## config.mk

```make
export PLATFORM = sky130hd
export DESIGN_NAME = alu_status_unit
export DESIGN_NICKNAME = d
export VERILOG_FILES = /design/src/rtl/asf_pkg.sv /design/src/rtl/asf_adder.sv /design/src/rtl/asf_alu.sv /design/src/rtl/asf_sreg.sv /design/src/rtl/alu_status_unit.sv
export SDC_FILE = /design/constraint.sdc
export NUM_CORES = 1
export LEC_CHECK = 0
export BUFFER_PORTS_ARGS = -buffer_cell sky130_fd_sc_hd__buf_4
export CORE_MARGIN = 1
export CORE_UTILIZATION = 57
export CTS_BUF_LIST = sky130_fd_sc_hd__clkbuf_16
export CTS_CLUSTER_DIAMETER = 60
export DETAILED_ROUTE_END_ITERATION = 12
export MAX_ROUTING_LAYER = met4
export PLACE_DENSITY = 0.95
export SLEW_MARGIN = 5
export SYNTH_ARGS = -nofsm -noshare
export SYNTH_HDL_FRONTEND = slang
export SYNTH_SLANG_ARGS = --single-unit
```

## constraint.sdc

```tcl
create_clock -name clk -period 5.7 [get_ports clk]
set_input_delay 0.285 -clock clk [delete_from_list [all_inputs] [get_ports clk]]
set_output_delay 0.285 -clock clk [all_outputs]
set_load 0.005 [all_outputs]
```

## src/rtl/asf_pkg.sv

```systemverilog
package asf_pkg;

   localparam int unsigned SREG_W = 8;

   // Status bit positions; bit order is fixed by software convention.
   localparam int unsigned B_C = 0;
   localparam int unsigned B_Z = 1;
   localparam int unsigned B_N = 2;
   localparam int unsigned B_V = 3;
   localparam int unsigned B_S = 4;
   localparam int unsigned B_H = 5;
   localparam int unsigned B_T = 6;
   localparam int unsigned B_I = 7;

   typedef enum logic [3:0] {
      OP_ADD  = 4'd0,
      OP_ADC  = 4'd1,
      OP_SUB  = 4'd2,
      OP_SBC  = 4'd3,
      OP_AND  = 4'd4,
      OP_OR   = 4'd5,
      OP_XOR  = 4'd6,
      OP_MOV  = 4'd7,
      OP_BST  = 4'd8,
      OP_BLD  = 4'd9,
      OP_SEI  = 4'd10,
      OP_CLI  = 4'd11,
      OP_RETI = 4'd12,
      OP_NOP  = 4'd15
   } op_e;

   function automatic logic is_arith(input op_e op);
      return (op == OP_ADD) || (op == OP_ADC) || (op == OP_SUB) || (op == OP_SBC);
   endfunction

   function automatic logic is_logic(input op_e op);
      return (op == OP_AND) || (op == OP_OR) || (op == OP_XOR);
   endfunction

endpackage

```

## src/rtl/asf_adder.sv

```systemverilog
module asf_adder #(
   parameter int unsigned W       = 8,
   parameter int unsigned HC_BIT  = 3,
   parameter bit          RIPPLE  = 1'b0
) (
   input  logic [W-1:0] a_i,
   input  logic [W-1:0] b_i,
   input  logic         cin_i,
   output logic [W-1:0] sum_o,
   output logic         chalf_o,
   output logic         cout_o
);

   localparam int unsigned LOW_W = HC_BIT + 1;

   initial begin
      assert (HC_BIT + 1 < W) else $fatal(1, "half-carry bit must lie below the MSB");
   end

   generate
      if (RIPPLE) begin : g_ripple
         logic [W:0] carry;
         assign carry[0] = cin_i;
         for (genvar i = 0; i < W; i++) begin : g_bit
            assign sum_o[i]     = a_i[i] ^ b_i[i] ^ carry[i];
            assign carry[i+1]   = (a_i[i] & b_i[i]) | (carry[i] & (a_i[i] ^ b_i[i]));
         end
         assign cout_o  = carry[W];
         assign chalf_o = carry[LOW_W];
      end else begin : g_behav
         logic [W:0]     full;
         logic [LOW_W:0] low;
         assign full    = {1'b0, a_i} + {1'b0, b_i} + {{W{1'b0}}, cin_i};
         assign low     = {1'b0, a_i[LOW_W-1:0]} + {1'b0, b_i[LOW_W-1:0]}
                        + {{LOW_W{1'b0}}, cin_i};
         assign sum_o   = full[W-1:0];
         assign cout_o  = full[W];
         assign chalf_o = low[LOW_W];
      end
   endgenerate

endmodule

```

## src/rtl/asf_alu.sv

```systemverilog
module asf_alu
   import asf_pkg::*;
#(
   parameter int unsigned DATA_W = 8,
   parameter int unsigned HC_BIT = 3,
   parameter bit          RIPPLE = 1'b0,
   localparam int unsigned SEL_W = $clog2(DATA_W)
) (
   input  op_e               op_i,
   input  logic [DATA_W-1:0] a_i,
   input  logic [DATA_W-1:0] b_i,
   input  logic [SEL_W-1:0]  bitsel_i,
   input  logic [SREG_W-1:0] sreg_i,
   output logic [DATA_W-1:0] result_o,
   output logic [SREG_W-1:0] flags_o
);

   localparam int unsigned MSB = DATA_W - 1;

   logic              sub_sel;
   logic [DATA_W-1:0] b_eff;
   logic              cin;
   logic [DATA_W-1:0] sum;
   logic              chalf;
   logic              cout;

   assign sub_sel = (op_i == OP_SUB) || (op_i == OP_SBC);
   assign b_eff   = sub_sel ? ~b_i : b_i;

   always_comb begin
      unique case (op_i)
         OP_ADC:  cin = sreg_i[B_C];
         OP_SUB:  cin = 1'b1;
         OP_SBC:  cin = ~sreg_i[B_C];
         default: cin = 1'b0;
      endcase
   end

   asf_adder #(
      .W      (DATA_W),
      .HC_BIT (HC_BIT),
      .RIPPLE (RIPPLE)
   ) adder_i (
      .a_i     (a_i),
      .b_i     (b_eff),
      .cin_i   (cin),
      .sum_o   (sum),
      .chalf_o (chalf),
      .cout_o  (cout)
   );

   always_comb begin
      flags_o  = sreg_i;
      result_o = a_i;
      case (op_i)
         OP_ADD, OP_ADC: begin
            result_o       = sum;
            flags_o[B_C]   = cout;
            flags_o[B_H]   = chalf;
            flags_o[B_V]   = (a_i[MSB] == b_i[MSB]) && (sum[MSB] != a_i[MSB]);
         end
         OP_SUB, OP_SBC: begin
            result_o       = sum;
            flags_o[B_C]   = ~cout;
            flags_o[B_H]   = ~chalf;
            flags_o[B_V]   = (a_i[MSB] != b_i[MSB]) && (sum[MSB] != a_i[MSB]);
         end
         OP_AND: begin
            result_o     = a_i & b_i;
            flags_o[B_V] = 1'b0;
         end
         OP_OR: begin
            result_o     = a_i | b_i;
            flags_o[B_V] = 1'b0;
         end
         OP_XOR: begin
            result_o     = a_i ^ b_i;
            flags_o[B_V] = 1'b0;
         end
         OP_MOV:  result_o = b_i;
         OP_BST:  flags_o[B_T] = a_i[bitsel_i];
         OP_BLD:  result_o[bitsel_i] = sreg_i[B_T];
         OP_SEI, OP_RETI: flags_o[B_I] = 1'b1;
         OP_CLI:  flags_o[B_I] = 1'b0;
         default: result_o = a_i;
      endcase
      if (is_arith(op_i) || is_logic(op_i)) begin
         flags_o[B_N] = result_o[MSB];
         flags_o[B_Z] = (result_o == '0);
         flags_o[B_S] = result_o[MSB] ^ flags_o[B_V];
      end
   end

endmodule

```

## src/rtl/asf_sreg.sv

```systemverilog
module asf_sreg
   import asf_pkg::*;
#(
   parameter int unsigned          ADDR_W      = 8,
   parameter logic [ADDR_W-1:0]    FLAG_ADDR   = 'h5F,
   parameter logic [ADDR_W-1:0]    IO_OFFSET   = 'h20,
   parameter bit                   USE_IO_ADDR = 1'b0
) (
   input  logic              clk,
   input  logic              rst_n,
   input  logic              upd_en_i,
   input  logic [SREG_W-1:0] upd_flags_i,
   input  logic              irq_ack_i,
   input  logic [ADDR_W-1:0] bus_addr_i,
   input  logic              bus_wr_i,
   input  logic [SREG_W-1:0] bus_wdata_i,
   output logic [SREG_W-1:0] bus_rdata_o,
   output logic              bus_wr_hit_o,
   output logic [SREG_W-1:0] sreg_o
);

   logic              addr_hit;
   logic [SREG_W-1:0] sreg_q;
   logic [SREG_W-1:0] sreg_d;
   logic [SREG_W-1:0] op_next;

   generate
      if (USE_IO_ADDR) begin : g_io_decode
         localparam logic [ADDR_W-1:0] MATCH = FLAG_ADDR - IO_OFFSET;
         assign addr_hit = (bus_addr_i == MATCH);
      end else begin : g_data_decode
         assign addr_hit = (bus_addr_i == FLAG_ADDR);
      end
   endgenerate

   assign bus_wr_hit_o = bus_wr_i && addr_hit;

   always_comb begin
      op_next = upd_en_i ? upd_flags_i : sreg_q;
      if (irq_ack_i) begin
         op_next[B_I] = 1'b0;
      end
      sreg_d = bus_wr_hit_o ? bus_wdata_i : op_next;
   end

   always_ff @(posedge clk or negedge rst_n) begin
      if (!rst_n) begin
         sreg_q <= '0;
      end else begin
         sreg_q <= sreg_d;
      end
   end

   assign sreg_o      = sreg_q;
   assign bus_rdata_o = addr_hit ? sreg_q : '0;

   AST_BUS_LOAD: assert property (@(posedge clk) disable iff (!rst_n)
      bus_wr_hit_o |=> (sreg_q == $past(bus_wdata_i)));

   AST_IRQ_CLEARS_I: assert property (@(posedge clk) disable iff (!rst_n)
      (irq_ack_i && !bus_wr_hit_o) |=> !sreg_q[B_I]);

   AST_HOLD_IDLE: assert property (@(posedge clk) disable iff (!rst_n)
      (!upd_en_i && !irq_ack_i && !bus_wr_hit_o) |=> $stable(sreg_q));

   AST_MISS_READS_ZERO: assert property (@(posedge clk) disable iff (!rst_n)
      !addr_hit |-> (bus_rdata_o == '0));

endmodule

```

## src/rtl/alu_status_unit.sv

```systemverilog
module alu_status_unit
   import asf_pkg::*;
#(
   parameter int unsigned       DATA_W      = 8,
   parameter int unsigned       HC_BIT      = 3,
   parameter bit                RIPPLE      = 1'b0,
   parameter int unsigned       ADDR_W      = 8,
   parameter logic [ADDR_W-1:0] FLAG_ADDR   = 'h5F,
   parameter logic [ADDR_W-1:0] IO_OFFSET   = 'h20,
   parameter bit                USE_IO_ADDR = 1'b0,
   localparam int unsigned      SEL_W       = $clog2(DATA_W)
) (
   input  logic              clk,
   input  logic              rst_n,
   input  logic [3:0]        op_i,
   input  logic [DATA_W-1:0] opa_i,
   input  logic [DATA_W-1:0] opb_i,
   input  logic [SEL_W-1:0]  bitsel_i,
   input  logic              flag_we_i,
   input  logic              irq_ack_i,
   output logic [DATA_W-1:0] result_o,
   output logic [7:0]        sreg_o,
   input  logic [ADDR_W-1:0] bus_addr_i,
   input  logic              bus_wr_i,
   input  logic [7:0]        bus_wdata_i,
   output logic [7:0]        bus_rdata_o
);

   initial begin
      assert (DATA_W >= 5) else $fatal(1, "DATA_W too small for a half-carry nibble");
      assert (ADDR_W >= 7) else $fatal(1, "ADDR_W too small for the register address");
      assert (SREG_W == 8) else $fatal(1, "status register must be one byte");
   end

   op_e               op;
   logic [SREG_W-1:0] sreg;
   logic [SREG_W-1:0] alu_flags;
   logic              bus_hit;

   assign op = op_e'(op_i);

   asf_alu #(
      .DATA_W (DATA_W),
      .HC_BIT (HC_BIT),
      .RIPPLE (RIPPLE)
   ) alu_i (
      .op_i     (op),
      .a_i      (opa_i),
      .b_i      (opb_i),
      .bitsel_i (bitsel_i),
      .sreg_i   (sreg),
      .result_o (result_o),
      .flags_o  (alu_flags)
   );

   asf_sreg #(
      .ADDR_W      (ADDR_W),
      .FLAG_ADDR   (FLAG_ADDR),
      .IO_OFFSET   (IO_OFFSET),
      .USE_IO_ADDR (USE_IO_ADDR)
   ) sreg_i (
      .clk          (clk),
      .rst_n        (rst_n),
      .upd_en_i     (flag_we_i),
      .upd_flags_i  (alu_flags),
      .irq_ack_i    (irq_ack_i),
      .bus_addr_i   (bus_addr_i),
      .bus_wr_i     (bus_wr_i),
      .bus_wdata_i  (bus_wdata_i),
      .bus_rdata_o  (bus_rdata_o),
      .bus_wr_hit_o (bus_hit),
      .sreg_o       (sreg)
   );

   assign sreg_o = sreg;

   AST_SIGN_IS_N_XOR_V: assert property (@(posedge clk) disable iff (!rst_n)
      (flag_we_i && !bus_hit && (is_arith(op) || is_logic(op)))
      |=> (sreg[B_S] == (sreg[B_N] ^ sreg[B_V])));

   AST_LOGIC_KEEPS_CH: assert property (@(posedge clk) disable iff (!rst_n)
      (flag_we_i && !bus_hit && is_logic(op))
      |=> (!sreg[B_V] && sreg[B_C] == $past(sreg[B_C]) && sreg[B_H] == $past(sreg[B_H])));

   AST_BST_ONLY_T: assert property (@(posedge clk) disable iff (!rst_n)
      (flag_we_i && !bus_hit && !irq_ack_i && op == OP_BST)
      |=> ({sreg[B_I], sreg[B_H:0]} == $past({sreg[B_I], sreg[B_H:0]})));

   AST_MOV_KEEPS_FLAGS: assert property (@(posedge clk) disable iff (!rst_n)
      (flag_we_i && !bus_hit && !irq_ack_i && op == OP_MOV) |=> $stable(sreg));

endmodule

```

Word level (Yosys, flattened, before mapping)
Index checks and enable logic that the tools add are counted.
{"block": "word_totals", "regBits": 8, "input_bits": 44, "output_inout_bits": 24}
{"block": "op_classes", "n_addsub": 4, "n_lt_le_gt_ge": 2, "eq_ne": 16, "muxes": 19, "bitwise": 8, "n_reduce_logical": 28}
{"operator": "8-bit case mux with 6 select lines", "count": 1}
{"operator": "8-bit two-way mux", "count": 4}
{"operator": "4-bit equality test, second input constant", "count": 5}
{"operator": "4-bit by 3-bit equality test with 1-bit output, second input constant", "count": 4}
{"operator": "8-bit by 8-bit adder with 9-bit output", "count": 1}
{"operator": "9-bit by 1-bit adder with 9-bit output", "count": 1}
{"operator": "8-bit bitwise AND", "count": 1}
{"operator": "8-bit bitwise mux", "count": 1}
{"operator": "4-bit by 2-bit equality test with 1-bit output, second input constant", "count": 2}
{"operator": "8-bit by 7-bit equality test with 1-bit output, second input constant", "count": 1}
{"operator": "8-bit logical NOT", "count": 1}
{"operator": "8-bit inverter", "count": 1}
{"operator": "8-bit bitwise OR", "count": 1}
{"operator": "2-bit AND reduction", "count": 4}
{"operator": "8-bit XOR", "count": 1}
{"operator": "1-bit logical OR", "count": 7}
{"operator": "1-bit case mux with 2 select lines", "count": 3}
{"operator": "1-bit case mux with 3 select lines", "count": 2}
{"operator": "2-bit nonzero test", "count": 3}
{"operator": "3-bit nonzero test", "count": 2}
{"operator": "2-bit OR reduction", "count": 3}
{"operator": "4-bit by 4-bit adder with 5-bit output", "count": 1}
{"operator": "5-bit by 1-bit adder with 5-bit output", "count": 1}
{"operator": "1-bit two-way mux", "count": 5}
{"operator": "15 further kinds", "count": 21}

Longest topological paths before layout
{"block": "logic_depth", "depth_word": 13, "depth_mapped": 15, "depth_no_buf": 12}

Cells and area by module
Synthesis repeated with hierarchy kept, for this count alone.
{"block": "unflattened", "cells_unflattened": 272, "area_unflattened_um2": 2234.6}
{"module": "asf_alu", "instances": 1, "cells_each": 194, "area_each_um2": 1390.1, "seq_area_each_um2": 0.0}
{"module": "asf_sreg", "instances": 1, "cells_each": 40, "area_each_um2": 528.0, "seq_area_each_um2": 200.2}
{"module": "asf_adder", "instances": 1, "cells_each": 38, "area_each_um2": 316.6, "seq_area_each_um2": 0.0}

Worst setup path after synthesis
OpenSTA, ideal clock, no wires.
{"block": "synth_timing", "kind": "input to register", "start": "input op_i[1]", "end": "register sreg_i.sreg_q[1] (netlist: sreg_i.sreg_o[1])", "arrival_ps": 3242, "required_ps": 5571, "setup_slack_ps": 2329, "stages": 15, "n_path_buf": 4, "path_cell_list": "buf_2 -> buf_6 -> buf_2 -> and2_1 -> buf_2 -> xnor2_1 -> fa_1 -> fa_1 -> or3b_2 -> o211ai_1 -> a211oi_1 -> a31oi_1 -> a211oi_2 -> nand4_1 -> o21ai_1"}
{"block": "synth_via", "elab_chain_len": 10}
{"item": "start: declaration", "line": "alu_status_unit.sv:15", "source": "input logic [3:0] op_i,"}
{"item": "4-bit by 2-bit equality test with 1-bit output", "line": "asf_alu.sv:27, asf_alu.sv:31, asf_alu.sv:55"}
{"item": "1-bit logical OR", "line": "asf_alu.sv:27", "source": "assign sub_sel = (op_i == OP_SUB) || (op_i == OP_SBC);"}
{"item": "8-bit two-way mux", "line": "asf_alu.sv:28", "source": "assign b_eff = sub_sel ? ~b_i : b_i;"}
{"item": "8-bit by 8-bit adder with 9-bit output", "line": "asf_adder.sv:33", "source": "assign full = {1'b0, a_i} + {1'b0, b_i} + {{W{1'b0}}, cin_i};"}
{"item": "9-bit by 1-bit adder with 9-bit output", "line": "asf_adder.sv:33"}
{"item": "8-bit case mux with 6 select lines (*)", "line": "asf_alu.sv:55", "source": "case (op_i)"}
{"item": "via result_o[1]", "line": "alu_status_unit.sv:21", "source": "output logic [DATA_W-1:0] result_o,"}
{"item": "8-bit logical NOT (*)", "line": "asf_alu.sv:89", "source": "flags_o[B_Z] = (result_o == '0);"}
{"item": "2-bit two-way mux (*)", "line": "asf_alu.sv:87", "source": "if (is_arith(op_i) || is_logic(op_i)) begin"}
{"item": "8-bit two-way mux (*)", "line": "asf_sreg.sv:39", "source": "op_next = upd_en_i ? upd_flags_i : sreg_q;"}
{"item": "8-bit two-way mux (*)", "line": "asf_sreg.sv:43", "source": "sreg_d = bus_wr_hit_o ? bus_wdata_i : op_next;"}
{"item": "end signal: assignment", "line": "asf_sreg.sv:50", "source": "sreg_q <= sreg_d;"}
{"item": "end: declaration", "line": "asf_sreg.sv:23", "source": "logic [SREG_W-1:0] sreg_q;"}
The timed path passes the listed nets; every way through them passes the cells marked *. The select of a mux whose other input is x is not followed.
A chain may end at the register's enable or synchronous reset.

Final worst setup path
{"block": "layout_timing", "start": "input op_i[3]", "end": "output result_o[6]"}
{"block": "layout_via", "elab_chain_len": 6}
{"item": "4-bit by 2-bit equality test with 1-bit output", "line": "asf_alu.sv:27, asf_alu.sv:31, asf_alu.sv:55"}
{"item": "1-bit logical OR", "line": "asf_alu.sv:27"}
{"item": "8-bit two-way mux", "line": "asf_alu.sv:28"}
{"item": "8-bit by 8-bit adder with 9-bit output", "line": "asf_adder.sv:33"}
{"item": "9-bit by 1-bit adder with 9-bit output", "line": "asf_adder.sv:33"}
{"item": "8-bit case mux with 6 select lines (*)", "line": "asf_alu.sv:55"}
{"item": "end: declaration", "line": "alu_status_unit.sv:21"}
Mark *: on every way between the ends. The rest lies on a longest branch, timed or not.

==> reports/metrics.yaml <==
status: "finished, final reports clean"
mappedNetlistNets: 346
p_sw_mw: 0.161
crit_buf_inv: 2
clkSinkCount: 8
fmax_mhz: 256
synthArstFlopShare_pct: 100
clkLatencyLatePin_ns: 0.23
synth_area_leaders: "ha_1, dfrtp_1, clkbuf_8, a21oi_1, mux2i_1"
internal-power_mw: 0.274
fin_crit_sh_pct: 68.4
post_cts.repair.setup_buffers: 0
drtIter0Drc: 239
cap_violations: 0
synth_warnings: 0
netlist.area_leader.share_pct: 13.0
ys.flop_type: "dfrtp_1"
netlist_instances: 277
avgSynthCellArea_um2: 8.00
r2r_slack_ns: 2.68
port_buffers: 67
arrival_ns: 3.62
hold_ws_ns: 0.247
fin_worst_skew_ns: 0.000781
vdd_ir_drop_max_mv: 0.131
power.density_nw_per_um2: 162
grt_pass1_wl_um: 9910
cts_root_buf: "clkbuf_16"
period_needed_ns: 3.90
layout_common_cells: "buf_4, ha_1, inv_1, a21oi_1, nand2_1"
design_area_um2: 2680
die_h_um: 64.4
p_leak_nw: 1.28
num_io_pins: 68
clk_path_buf_depth: 2
worst_slew_pin_slew_ns: 0.537
syn_area_um2: 2220
drc: 0
antenna_found_initial: 0
grt.total_usage_pct: 30.8
relSlewSlack_pct: 64.1
cts_resized: 0
yosysTopAreaCell: "ha_1"
cp_max_fo: 27
grt_max_degree: 33
worst_setup_path_start_kind: "primary input"
clkTransAtPathRegs_ns: 0.04
layout_commonest_cell: "buf_4"
grt_overflow: 0
ys_ff_latch: 8
required_ns: 5.41
fp.coreArea_um2: 3690
cp_cell_sequence: "buf_4, nor2_1, and2_1, xnor2_1, fa_1, fa_1, a31o_2, a21o_1, a21o_1, xnor2_1, o31ai_1, buf_4"
hpwl_um: 4750
slew_violations: 0
hold_viol_final: 0
diodes: 0
synthDistinctLibCells: 60
synth_edf_count: 0
switching_share_pct: 37.0
areaGrowthSynthToFinish_pct: 20.8
rsz0062_at_grt: "no"
cts_tree: "done"
drive_above_1_share_pct: 26.7
crit_slowest_cell: "and2_1"
wl_per_cell_um: 16.6
nets: 400
synth-seq-area-share_pct: 9.03
finalPower_mw: 0.435
cts_hold_buf: 1
largest_reg_flops: 8
gp_congestion: 0.977
setup_viol: 0
wl_um: 6250
p_comb_share_pct: 54.4
vias_per_cell: 6.34
htreeDepth: 1
die_w_um: 64.4
drtAntennaViolNets: 0
clock_power_share_pct: 27.0
first_pass_iters: 5
cts_buffers: 3
placed_area_um2: 2590
seq_power_share_pct: 18.6
cpPeakStageDelay_ns: 0.52
end_kind: "output port"
grt_pass1_vias: 2182
die_area_um2: 4140
hp-class: "in2reg"
vias: 2391
initial_utilization_pct: 60.1
cpLargestDelayFamily: "compound AO/OA/AOI/OAI gates"
fin_tns_setup_ns: 0
rows: 22
worstSetupPathType: "in2out"
-- area by class of cell --
type,count,area (µm²)
tap,48,60.1
multi-input combinational,229,1750
inverter,21,78.8
fill,293,1010
sequential,8,200
clock buffer,3,75.1
timing repair buffer,68,513
-- stage by stage --
step	std cells	utilization (%)	setup WS, ns
after floorplan	277	-	2.33
after global placement	373	70.3	1.95
after detailed placement	373	70.3	1.85
after CTS	377	72.6	1.84
after global routing	377	72.6	1.62
final	377	72.6	1.80
-- power groups by stage --
stage	logic, mW	registers, mW	clock network, mW
after CTS	0.232	0.0799	0.118
after floorplan	0.154	0.0757	0
final	0.237	0.0806	0.117
after global placement	0.223	0.0795	0
after global routing	0.255	0.0817	0.123
after detailed placement	0.230	0.0803	0
-- final timing paths --
path / start / endpoint / cells past startpoint
worst min-delay path: irq_ack_i / sreg_i.sreg_o[7] / 2
worst min register to register: sreg_i.sreg_o[1] / sreg_i.sreg_o[1] / 2
min in group asynchronous: rst_n / sreg_i.sreg_o[7] / 2
worst max register to register: sreg_i.sreg_o[0] / sreg_i.sreg_o[0] / 11
worst max-delay path: op_i[3] / result_o[6] / 12
max in group asynchronous: rst_n / sreg_i.sreg_o[4] / 2
-- per-layer routing --
metal  vias to the layer above  wire length (µm)  GRT usage, %  part of all wire [%]
met4                         0               175          11.1                   2.8
met2                       149              2900          51.6                    46
met5                         -                 0             -                     0
met3                        29               683          5.54                    11
met1                      1099              2490          36.7                    40
li1                       1114                 -             -                     -
-- kinds of logic (layout without fill, tap and decap cells) --
| logic type | Yosys count | after routing | share of synthesized area [%] |
|---|---|---|---|
| simple gates | 96 | 96 | 25.7 |
| compound gates | 76 | 76 | 23.2 |
| buf+inv | 40 | 92 | 12.0 |
| fa+ha+maj | 25 | 25 | 14.8 |
| xor+xnor | 17 | 17 | 6.72 |
| mux | 15 | 15 | 8.58 |
| flops | 8 | 8 | 9.03 |
-- Yosys cell counts, drive strengths merged, types with 2 or more instances --
| cell type | count |
|---|---|
| mux4 | 3 |
| fa | 2 |
| clkbuf | 11 |
| xnor2 | 11 |
| a31oi | 6 |
| and2 | 13 |
| or2b | 3 |
| nor3 | 4 |
| nor4 | 3 |
| o31ai | 6 |
| a21oi | 21 |
| o22ai | 5 |
| mux2i | 10 |
| o21ai | 7 |
| nand3 | 4 |
| o211ai | 2 |
| mux2 | 2 |
| nand4bb | 2 |
| inv | 21 |
| a22oi | 2 |
| nand4 | 5 |
| or3b | 3 |
| o21a | 2 |
| and3 | 3 |
| nor3b | 4 |
| nor2 | 14 |
| nand2 | 18 |
| nand3b | 5 |
| nor2b | 2 |
| o221ai | 2 |
| a21o | 9 |
| nand2b | 8 |
| buf | 8 |
| xor2 | 6 |
| a32oi | 2 |
| a211oi | 5 |
| ha | 23 |
| dfrtp | 8 |
Note: power is estimated with default switching activity, not from simulation.
